--- config.mk ---
export PLATFORM = sky130hd
export DESIGN_NAME = smb_regport
export DESIGN_NICKNAME = d
export VERILOG_FILES = /design/src/rtl/smb_regport_pkg.sv /design/src/rtl/smb_line_sync.sv /design/src/rtl/smb_proto_fsm.sv /design/src/rtl/smb_regport.sv
export SDC_FILE = /design/constraint.sdc
export NUM_CORES = 1
export LEC_CHECK = 0
export ABC_AREA = 1
export BUFFER_PORTS_ARGS = -buffer_cell sky130_fd_sc_hd__buf_4
export CORE_ASPECT_RATIO = 1.75
export CORE_MARGIN = 1
export CORE_UTILIZATION = 40
export DETAILED_ROUTE_END_ITERATION = 8
export GPL_TIMING_DRIVEN = 1
export SLEW_MARGIN = 20
export SYNTH_ARGS = -nofsm -noshare
export SYNTH_HDL_FRONTEND = slang
export SYNTH_HIERARCHICAL = 1
export SYNTH_SLANG_ARGS = --single-unit
--- constraint.sdc ---
create_clock -name clk -period 2.32 [get_ports clk]
set_input_delay 0.232 -clock clk [delete_from_list [all_inputs] [get_ports clk]]
set_output_delay 0.232 -clock clk [all_outputs]
set_load 0.005 [all_outputs]
--- src/rtl/smb_regport_pkg.sv ---
package smb_regport_pkg;

   typedef enum logic [2:0] {
      ST_IDLE,
      ST_ADDR,
      ST_AACK,
      ST_WBYTE,
      ST_WACK,
      ST_RD,
      ST_RACK,
      ST_SKIP
   } smb_state_e;

   // events seen on the synchronized bus, one system clock wide
   typedef struct packed {
      logic sda;
      logic scl_rise;
      logic scl_fall;
      logic start;
      logic stop;
   } smb_evt_t;

endpackage

--- src/rtl/smb_line_sync.sv ---
module smb_line_sync
   import smb_regport_pkg::*;
#(
   parameter int STAGES = 2
) (
   input  logic     clk,
   input  logic     rst_n,
   input  logic     scl_i,
   input  logic     sda_i,
   output smb_evt_t evt
);

   generate
      if (STAGES < 2) begin : g_bad_stages
         $error("smb_line_sync: STAGES must be at least 2");
      end
   endgenerate

   logic [STAGES-1:0] scl_sh, sda_sh;
   logic              scl_d, sda_d;
   logic              scl_s, sda_s;

   // synchronizer chain, one flop per stage, idle-high reset
   genvar gi;
   generate
      for (gi = 0; gi < STAGES; gi++) begin : g_stage
         if (gi == 0) begin : g_first
            always_ff @(posedge clk or negedge rst_n) begin
               if (!rst_n) begin
                  scl_sh[0] <= 1'b1;
                  sda_sh[0] <= 1'b1;
               end else begin
                  scl_sh[0] <= scl_i;
                  sda_sh[0] <= sda_i;
               end
            end
         end else begin : g_next
            always_ff @(posedge clk or negedge rst_n) begin
               if (!rst_n) begin
                  scl_sh[gi] <= 1'b1;
                  sda_sh[gi] <= 1'b1;
               end else begin
                  scl_sh[gi] <= scl_sh[gi-1];
                  sda_sh[gi] <= sda_sh[gi-1];
               end
            end
         end
      end
   endgenerate

   assign scl_s = scl_sh[STAGES-1];
   assign sda_s = sda_sh[STAGES-1];

   always_ff @(posedge clk or negedge rst_n) begin
      if (!rst_n) begin
         scl_d <= 1'b1;
         sda_d <= 1'b1;
      end else begin
         scl_d <= scl_s;
         sda_d <= sda_s;
      end
   end

   always_comb begin
      evt.sda      = sda_s;
      evt.scl_rise = scl_s & ~scl_d;
      evt.scl_fall = ~scl_s & scl_d;
      evt.start    = scl_s & scl_d & sda_d & ~sda_s;
      evt.stop     = scl_s & scl_d & ~sda_d & sda_s;
   end

endmodule

--- src/rtl/smb_proto_fsm.sv ---
module smb_proto_fsm
   import smb_regport_pkg::*;
#(
   parameter int                BYTE_W  = 8,
   parameter int                ADDR_W  = 7,
   parameter int                REG_AW  = 8,
   parameter logic [ADDR_W-2:0] ADDR_HI = 6'b010110
) (
   input  logic              clk,
   input  logic              rst_n,
   input  smb_evt_t          evt,
   input  logic              addr_lsb,
   input  logic [BYTE_W-1:0] rd_data,
   output logic              drive_low,
   output logic [REG_AW-1:0] ptr,
   output logic [BYTE_W-1:0] wr_data,
   output logic              wr_stb
);

   localparam int                CNT_W    = $clog2(BYTE_W + 1);
   localparam logic [CNT_W-1:0]  CNT_FULL = CNT_W'(BYTE_W);
   localparam logic [CNT_W-1:0]  CNT_ONE  = CNT_W'(1);

   generate
      if (ADDR_W != BYTE_W - 1) begin : g_bad_addr
         $error("smb_proto_fsm: ADDR_W must be BYTE_W-1");
      end
      if (REG_AW > BYTE_W) begin : g_bad_reg
         $error("smb_proto_fsm: REG_AW must not exceed BYTE_W");
      end
   endgenerate

   smb_state_e          state_q;
   logic [CNT_W-1:0]    cnt_q;
   logic [BYTE_W-1:0]   sh_q, cmd_q, dat_q;
   logic [1:0]          nb_q;
   logic                rw_q, drv_q, we_q;
   logic [REG_AW-1:0]   ptr_q;
   logic                at_gap, addr_hit;

   // a write phase is at a byte gap when at most the first SCL rise of
   // the next byte has been seen (STOP and repeated START both need one)
   assign at_gap   = (state_q == ST_WBYTE) && (cnt_q <= CNT_ONE);
   assign addr_hit = (sh_q[BYTE_W-1 -: ADDR_W] == {ADDR_HI, addr_lsb});

   always_ff @(posedge clk or negedge rst_n) begin
      if (!rst_n) begin
         state_q <= ST_IDLE;
         cnt_q   <= '0;
         sh_q    <= '0;
         cmd_q   <= '0;
         dat_q   <= '0;
         nb_q    <= '0;
         rw_q    <= 1'b0;
         drv_q   <= 1'b0;
         ptr_q   <= '0;
         we_q    <= 1'b0;
      end else begin
         we_q <= 1'b0;
         if (evt.start) begin
            if (at_gap && nb_q == 2'd1) ptr_q <= cmd_q[REG_AW-1:0];
            state_q <= ST_ADDR;
            cnt_q   <= '0;
            nb_q    <= '0;
            drv_q   <= 1'b0;
         end else if (evt.stop) begin
            if (at_gap && nb_q == 2'd1) begin
               ptr_q <= cmd_q[REG_AW-1:0];
            end else if (at_gap && nb_q == 2'd2) begin
               ptr_q <= cmd_q[REG_AW-1:0];
               we_q  <= 1'b1;
            end
            state_q <= ST_IDLE;
            cnt_q   <= '0;
            nb_q    <= '0;
            drv_q   <= 1'b0;
         end else begin
            case (state_q)
               ST_ADDR: begin
                  if (evt.scl_rise && cnt_q != CNT_FULL) begin
                     sh_q  <= {sh_q[BYTE_W-2:0], evt.sda};
                     cnt_q <= cnt_q + CNT_ONE;
                  end else if (evt.scl_fall && cnt_q == CNT_FULL) begin
                     if (addr_hit) begin
                        rw_q    <= sh_q[0];
                        drv_q   <= 1'b1;
                        state_q <= ST_AACK;
                     end else begin
                        state_q <= ST_SKIP;
                     end
                  end
               end
               ST_AACK: begin
                  if (evt.scl_fall) begin
                     cnt_q <= '0;
                     if (rw_q) begin
                        sh_q    <= rd_data;
                        drv_q   <= ~rd_data[BYTE_W-1];
                        state_q <= ST_RD;
                     end else begin
                        drv_q   <= 1'b0;
                        nb_q    <= '0;
                        state_q <= ST_WBYTE;
                     end
                  end
               end
               ST_WBYTE: begin
                  if (evt.scl_rise && cnt_q != CNT_FULL) begin
                     sh_q  <= {sh_q[BYTE_W-2:0], evt.sda};
                     cnt_q <= cnt_q + CNT_ONE;
                  end else if (evt.scl_fall && cnt_q == CNT_FULL) begin
                     if (nb_q == 2'd0) begin
                        cmd_q   <= sh_q;
                        nb_q    <= 2'd1;
                        drv_q   <= 1'b1;
                        state_q <= ST_WACK;
                     end else if (nb_q == 2'd1) begin
                        dat_q   <= sh_q;
                        nb_q    <= 2'd2;
                        drv_q   <= 1'b1;
                        state_q <= ST_WACK;
                     end else begin
                        state_q <= ST_SKIP;
                     end
                  end
               end
               ST_WACK: begin
                  if (evt.scl_fall) begin
                     drv_q   <= 1'b0;
                     cnt_q   <= '0;
                     state_q <= ST_WBYTE;
                  end
               end
               ST_RD: begin
                  if (evt.scl_rise && cnt_q != CNT_FULL) begin
                     cnt_q <= cnt_q + CNT_ONE;
                  end else if (evt.scl_fall) begin
                     if (cnt_q == CNT_FULL) begin
                        drv_q   <= 1'b0;
                        state_q <= ST_RACK;
                     end else begin
                        sh_q  <= {sh_q[BYTE_W-2:0], 1'b0};
                        drv_q <= ~sh_q[BYTE_W-2];
                     end
                  end
               end
               ST_RACK: begin
                  if (evt.scl_fall) state_q <= ST_SKIP;
               end
               default: ;
            endcase
         end
      end
   end

   assign drive_low = drv_q;
   assign ptr       = ptr_q;
   assign wr_data   = dat_q;
   assign wr_stb    = we_q;

endmodule

--- src/rtl/smb_regport.sv ---
module smb_regport
   import smb_regport_pkg::*;
#(
   parameter int                BYTE_W      = 8,
   parameter int                ADDR_W      = 7,
   parameter int                REG_AW      = 8,
   parameter int                SYNC_STAGES = 2,
   parameter logic [ADDR_W-2:0] ADDR_HI     = 6'b010110
) (
   input  logic              clk,
   input  logic              rst_n,
   input  logic              strap_lsb,
   input  logic              scl_i,
   input  logic              sda_i,
   output logic              sda_oe,
   output logic [REG_AW-1:0] reg_addr,
   output logic [BYTE_W-1:0] reg_wdata,
   output logic              reg_we,
   input  logic [BYTE_W-1:0] reg_rdata
);

   smb_evt_t evt;
   logic     lsb_q;

   // strap captured for as long as reset is held, then frozen
   always_ff @(posedge clk) begin
      if (!rst_n) lsb_q <= strap_lsb;
   end

   smb_line_sync #(
      .STAGES (SYNC_STAGES)
   ) sync_i (
      .clk   (clk),
      .rst_n (rst_n),
      .scl_i (scl_i),
      .sda_i (sda_i),
      .evt   (evt)
   );

   smb_proto_fsm #(
      .BYTE_W  (BYTE_W),
      .ADDR_W  (ADDR_W),
      .REG_AW  (REG_AW),
      .ADDR_HI (ADDR_HI)
   ) fsm_i (
      .clk       (clk),
      .rst_n     (rst_n),
      .evt       (evt),
      .addr_lsb  (lsb_q),
      .rd_data   (reg_rdata),
      .drive_low (sda_oe),
      .ptr       (reg_addr),
      .wr_data   (reg_wdata),
      .wr_stb    (reg_we)
   );

endmodule

Yosys cells after proc, flatten, opt, wreduce, memory -nomap -nowiden --
Index checks and enable logic that the tools add are counted. W data, S select, Z words.
Operators by class: add/subtract/negate cells 1, multipliers 0, divide/modulo/power cells 0, magnitude comparators 1, eq/ne operators 33, shift operators 0, multiplexer cells 63, bitwise operators 17, reduce and logical (&&, ||, !) cells 25
Operator list (count):
- $mux W8 | 11
- $mux W3 | 15
- $ne A4 B3 Y1 const B | 7
- $ne A4 B4 Y1 const B | 6
- $pmux W8 S3 | 1
- $reduce_and A11 Y1 | 2
- $mux W1 | 19
- $mux W2 | 9
- $pmux W3 S6 | 1
- $reduce_and A6 Y1 | 3
- $mux W4 | 4
- $ne A2 B1 Y1 const B | 5
- $not A1 Y1 | 10
- $eq A3 B3 Y1 const B | 3
- $reduce_and A9 Y1 | 1
- $ne A4 B1 Y1 const B | 2
- $pmux W4 S2 | 1
- $reduce_bool A4 Y1 | 2
- $reduce_bool A8 Y1 | 1
- $and A1 B1 Y1 | 7
- $eq A7 B6 Y1 | 1
- $reduce_and A7 Y1 | 1
- $reduce_bool A7 Y1 | 1
- $eq A3 B2 Y1 const B | 2
- other kinds (17) | 25
Storage, ports and cells: flip-flop bits (word level) 51, latch bits 0, bits in writable memories 0, bits in read-only memories 0, bits of input ports 13, word-level logic and storage cells 157, memories 0

Logic depth before layout (Yosys ltp) --
depth after elaboration 8, mapped depth 12, mapped depth without buffers 12

By module --
The synthesis kept the hierarchy.
By module, submodules not included:
- smb_proto_fsm | times used 1, cells an instance 318, area each 2477.4 um^2
- smb_line_sync | times used 1, cells an instance 18, area each 206.4 um^2
- smb_regport | times used 1, cells an instance 2, area each 33.8 um^2

Least setup slack after synthesis --
OpenSTA, ideal clock, no wires.
path kind register -> register, start point register sync_i.scl_sh[1] (netlist: sync_i/scl_s), end point register fsm_i.cnt_q[3], library setup time 121 ps, data arrival time 1597 ps, path slack 602 ps, cell stages (with the launch flop) 12, path buffers 0, clock period less this slack 1718 ps, cells stage by stage dfstp_2 -> nand2_1 -> nor2_1 -> nor2_4 -> inv_2 -> nor2_1 -> nand2_1 -> nand2_1 -> nor2_2 -> inv_2 -> nand2_1 -> o21ai_1
RTL lines:
- start, declared | RTL line smb_line_sync.sv:19 | logic [STAGES-1:0] scl_sh, sda_sh;
- start signal, assigned by index | RTL line smb_line_sync.sv:43 | scl_sh[gi] <= scl_sh[gi-1];
- end signal, assigned | RTL line smb_proto_fsm.sv:82 | cnt_q <= cnt_q + CNT_ONE;
- end signal, assigned | RTL line smb_proto_fsm.sv:110 | cnt_q <= cnt_q + CNT_ONE;
- end signal, assigned | RTL line smb_proto_fsm.sv:136 | cnt_q <= cnt_q + CNT_ONE;
- end, declared | RTL line smb_proto_fsm.sv:34 | logic [CNT_W-1:0] cnt_q;

==> flow_metrics.py <==
metrics = {
    "run_status": {
        "result_of_the_run": "completed",
    },
    "power_and_ir_drop": {
        "peakVddDrop_mv": 0.6841,
        "cellPowerDensity_nw_per_um2": 1161,
        "power.leakage_nw": 1.606,
    },
    "clock_tree": {
        "numCtsBuffers": 5,
        "h-tree-depth": 2,
        "clock_latency_ns": 0.29,
        "tritoncts_num_sinks": 51,
        "cts_resized": 0,
        "cts.reportedPaths.clkPinSlew_ns": 0.06,
        "clock_root_cell": "sky130_fd_sc_hd__clkbuf_16",
        "clk_path_buf_depth": 2,
        "tritoncts": "done",
    },
    "place": {
        "port-buffer-count": 30,
        "placed_cells": 445,
        "routabilityCongestion": 0.9755,
        "postPlaceCellArea_um2": 3008,
        "dp.final_hpwl_mm": 4.661,
    },
    "logic_synthesis": {
        "post_synth_edffs": 1,
        "number_of_unique_standard_cell_types_used_by_synthesis": 31,
        "synth_flop_cell": "sky130_fd_sc_hd__dfrtp_1",
        "synth.yosys.warnings": 6,
        "async_flop_share_pct": 98.04,
        "synth-seq-area-share_pct": 47.42,
        "syn-instance-count": 338,
        "post_synth_instance_area_um2": 2718,
        "synth_seq_cells": 51,
        "syn_nets": 354,
        "syn_avg_cell_area_um2": 8.040,
    },
    "min_path": {
        "hold_path.class": "input port to flip-flop",
    },
    "sta": {
        "report.final.setup_viol": 0,
        "min_period_over_period_pct": 85.14,
        "slew_headroom_pct": 72.62,
        "fin_worst_skew_ns": 0.004640,
        "fin_crit_ns": 1.975,
        "max_freq_ghz": 0.5063,
        "worst_slack_on_hold_paths_ns": 0.04549,
        "worst_pin_slew_ns": 0.4092,
        "slew_violations": 0,
        "rsz0062_at_grt": "no",
        "finalSetupTns_ns": 0,
        "endpoints_failing_hold": 0,
    },
    "worst_setup_path": {
        "crit_type": "flip-flop to flip-flop",
        "crit_buf_inv": 1,
        "critical_path_depth": 10,
        "critPathLaunchType": "flip-flop",
        "timing.critical_path.required_ns": 2.53,
        "rrSetupSlack_ns": 0.34,
        "slowest_cp_cell": "sky130_fd_sc_hd__dfstp_2",
        "path_delay_family": "simple AND/OR/NAND/NOR gates",
        "sequence_of_cells_on_the_critical_path": "nand2_1 -> nor2_1 -> nor2_4 -> inv_2 -> a21oi_1 -> o21ai_1 -> nor2_2 -> nand2_2 -> nand2_1 -> o21ai_2",
        "timing.critical_path.arrival_ns": 2.19,
        "critical_path.most_common_cell": "sky130_fd_sc_hd__nand2_1",
        "timing.critical_path.slowest_cell_delay_ns": 0.55,
        "reg2reg_from": "sync_i/scl_s",
        "termination_of_the_worst_setup_path": "fsm_i/sh_q[7]",
        "reg2reg_to": "fsm_i/sh_q[7]",
        "critical_path.startpoint": "sync_i/scl_s",
        "endpoint_kind": "flip-flop",
        "worst_r2r_path_depth": 10,
        "critical_path_peak_fanout": 16,
    },
    "global_route": {
        "antenna_found_initial": 0,
        "pin_count_of_the_biggest_net_entering_global_routing": 28,
        "leftover_overflow_at_the_end_of_global_routing": 0,
        "groute.usage.overall_pct": 19.02,
        "grt_pass1_wl_mm": 10.32,
        "first_global_vias": 2198,
    },
    "layout": {
        "post_route_cells_drive_above_1_share_pct": 23.66,
        "final_cells": 454,
        "final_instance_area_um2": 3211,
        "areaGrowthSynthToFinish_pct": 18.14,
        "final_net_count": 387,
        "layout.cells.most_common": "sky130_fd_sc_hd__nand2_1",
        "final_standard_cell_utilization_of_the_core_pct": 49.10,
        "final_cell_mix": "sky130_fd_sc_hd__nand2_1 (98), sky130_fd_sc_hd__dfrtp_1 (44), sky130_fd_sc_hd__inv_1 (42)",
        "antenna-diode-count": 0,
    },
    "run": {
        "maxCapViolCount": 0,
    },
    "route": {
        "wl_per_cell_um": 13.42,
        "drt-total-wl_mm": 6.092,
        "vias": 2272,
        "detail_route.drc_violations": 0,
        "drtIter0Drc": 138,
        "detailedRoute.firstPassIterationCount": 4,
        "detail_route.vias_per_cell": 5.004,
        "detail-route-antenna-nets": 0,
    },
    "die": {
        "std_cell_rows": 39,
        "start_util_pct": 41.56,
        "floorplan.die_area_um2": 7141,
        "fp.dieW_um": 64.31,
        "fp.dieH_um": 111.0,
        "ios": 31,
        "core-area_um2": 6539,
    },
}
per-layer routing:
layer | vias up | global-route usage, % | part of all wire (%)
met5 | - | 0 | 0
met1 | 1046 | 20.39 | 39
met2 | 64 | 33.33 | 52
met4 | 0 | 11.56 | 5.0
met3 | 21 | 3.601 | 3.5
li1 | 1141 | - | -
layout make-up:
type | instances | area [µm²]
fillers | 640 | 3328
flip-flops and latches | 51 | 1289
multi-input cells | 232 | 1192
repair buffers | 34 | 257.7
inverters | 47 | 176.4
clock buffers | 5 | 125.1
well taps | 82 | 102.6
clock inverters | 3 | 67.56
cell usage after synthesis, types with 2 or more instances:
cell type                 instances  area, µm²
sky130_fd_sc_hd__nand2_1         98      367.9
sky130_fd_sc_hd__nor2_4           2      22.52
sky130_fd_sc_hd__nand4_1          5      31.28
sky130_fd_sc_hd__nand3_1         18      90.09
sky130_fd_sc_hd__nand3_2          3      30.03
sky130_fd_sc_hd__xor2_1           2      17.52
sky130_fd_sc_hd__o21ai_1         24      120.1
sky130_fd_sc_hd__a21oi_1          5      25.02
sky130_fd_sc_hd__nor2_1          28      105.1
sky130_fd_sc_hd__buf_4            2      15.01
sky130_fd_sc_hd__dfrtp_1         44       1101
sky130_fd_sc_hd__nand2_2          7      43.79
sky130_fd_sc_hd__dfstp_2          6      157.7
sky130_fd_sc_hd__nor2_2           4      25.02
sky130_fd_sc_hd__o21ai_0         10      50.05
sky130_fd_sc_hd__inv_2            5      18.77
sky130_fd_sc_hd__ha_1             3      37.54
sky130_fd_sc_hd__inv_1           42      157.7
sky130_fd_sc_hd__o21ai_2         16      140.1
sky130_fd_sc_hd__buf_2            3      15.01
how the worst min path moves through the flow:
| stage | from | end | depth (start not counted) |
|---|---|---|---|
| floorplan | rst_n | fsm_i/cmd_q[0] | 0 |
| global placement | rst_n | fsm_i/cnt_q[0] | 1 |
| detailed placement | rst_n | fsm_i/cnt_q[0] | 1 |
| CTS | scl_i | sync_i/scl_sh[0] | 1 |
| global route | scl_i | sync_i/scl_sh[0] | 1 |
| finish | scl_i | sync_i/scl_sh[0] | 1 |
per-stage QoR:
step | total power [W] | setup WS (ns)
2_1_floorplan | 0.002451 | 0.6022
6_report | 0.003728 | 0.3448
4_1_cts | 0.003737 | 0.3360
3_3_place_gp | 0.002790 | 0.3741
3_5_place_dp | 0.002787 | 0.3539
5_1_grt | 0.004025 | 0.1361
worst register-to-register path: stages (launching register included):
cell and delay, ns:
sky130_fd_sc_hd__dfstp_2 0.55, sky130_fd_sc_hd__nand2_1 0.07, sky130_fd_sc_hd__nor2_1 0.26, sky130_fd_sc_hd__nor2_4 0.11, sky130_fd_sc_hd__inv_2 0.19, sky130_fd_sc_hd__a21oi_1 0.06
sky130_fd_sc_hd__o21ai_1 0.10, sky130_fd_sc_hd__nor2_2 0.05, sky130_fd_sc_hd__nand2_2 0.32, sky130_fd_sc_hd__nand2_1 0.12, sky130_fd_sc_hd__o21ai_2 0.07
state kept, by name, summed over array words and instances, names as in the netlist:
| signal | cells |
|---|---|
| fsm_i/cmd_q | 8 |
| fsm_i/ptr | 8 |
| fsm_i/sh_q | 8 |
| fsm_i/wr_data | 8 |
| fsm_i/cnt_q | 4 |
| fsm_i/state_q | 3 |
| fsm_i/nb_q | 2 |
| fsm_i/drive_low | 1 |
| fsm_i/rw_q | 1 |
| fsm_i/wr_stb | 1 |
| lsb_q | 1 |
| sync_i/scl_d | 1 |
| sync_i/scl_s | 1 |
| sync_i/scl_sh | 1 |
| sync_i/sda_d | 1 |
| sync_i/sda_s | 1 |
| sync_i/sda_sh | 1 |
power by group:
group / leakage, nW / internal [W] / switching, W / total (W)
sequential: 0.664 / 0.00105 / 0.000147 / 0.00119
clock: 0.0900 / 0.000617 / 0.000320 / 0.000937
combinational: 0.852 / 0.000506 / 0.00109 / 0.00160
total: 1.61 / 0.00217 / 0.00156 / 0.00373
logic make-up after synthesis:
kind of cell / count (synthesis) / share of synthesized area, %
buf+inv: 55 / 8.701
flops: 51 / 47.42
compound gates: 56 / 12.66
simple gates: 171 / 29.19
fa+ha+maj: 3 / 1.381
xor+xnor: 2 / 0.6447
timing repair:
action,4_1_cts,5_1_grt
hold buffers,1,0
buffers inserted,0,0
hold endpoints to repair,17,0
No activity file was read; power rests on OpenSTA's default activity.
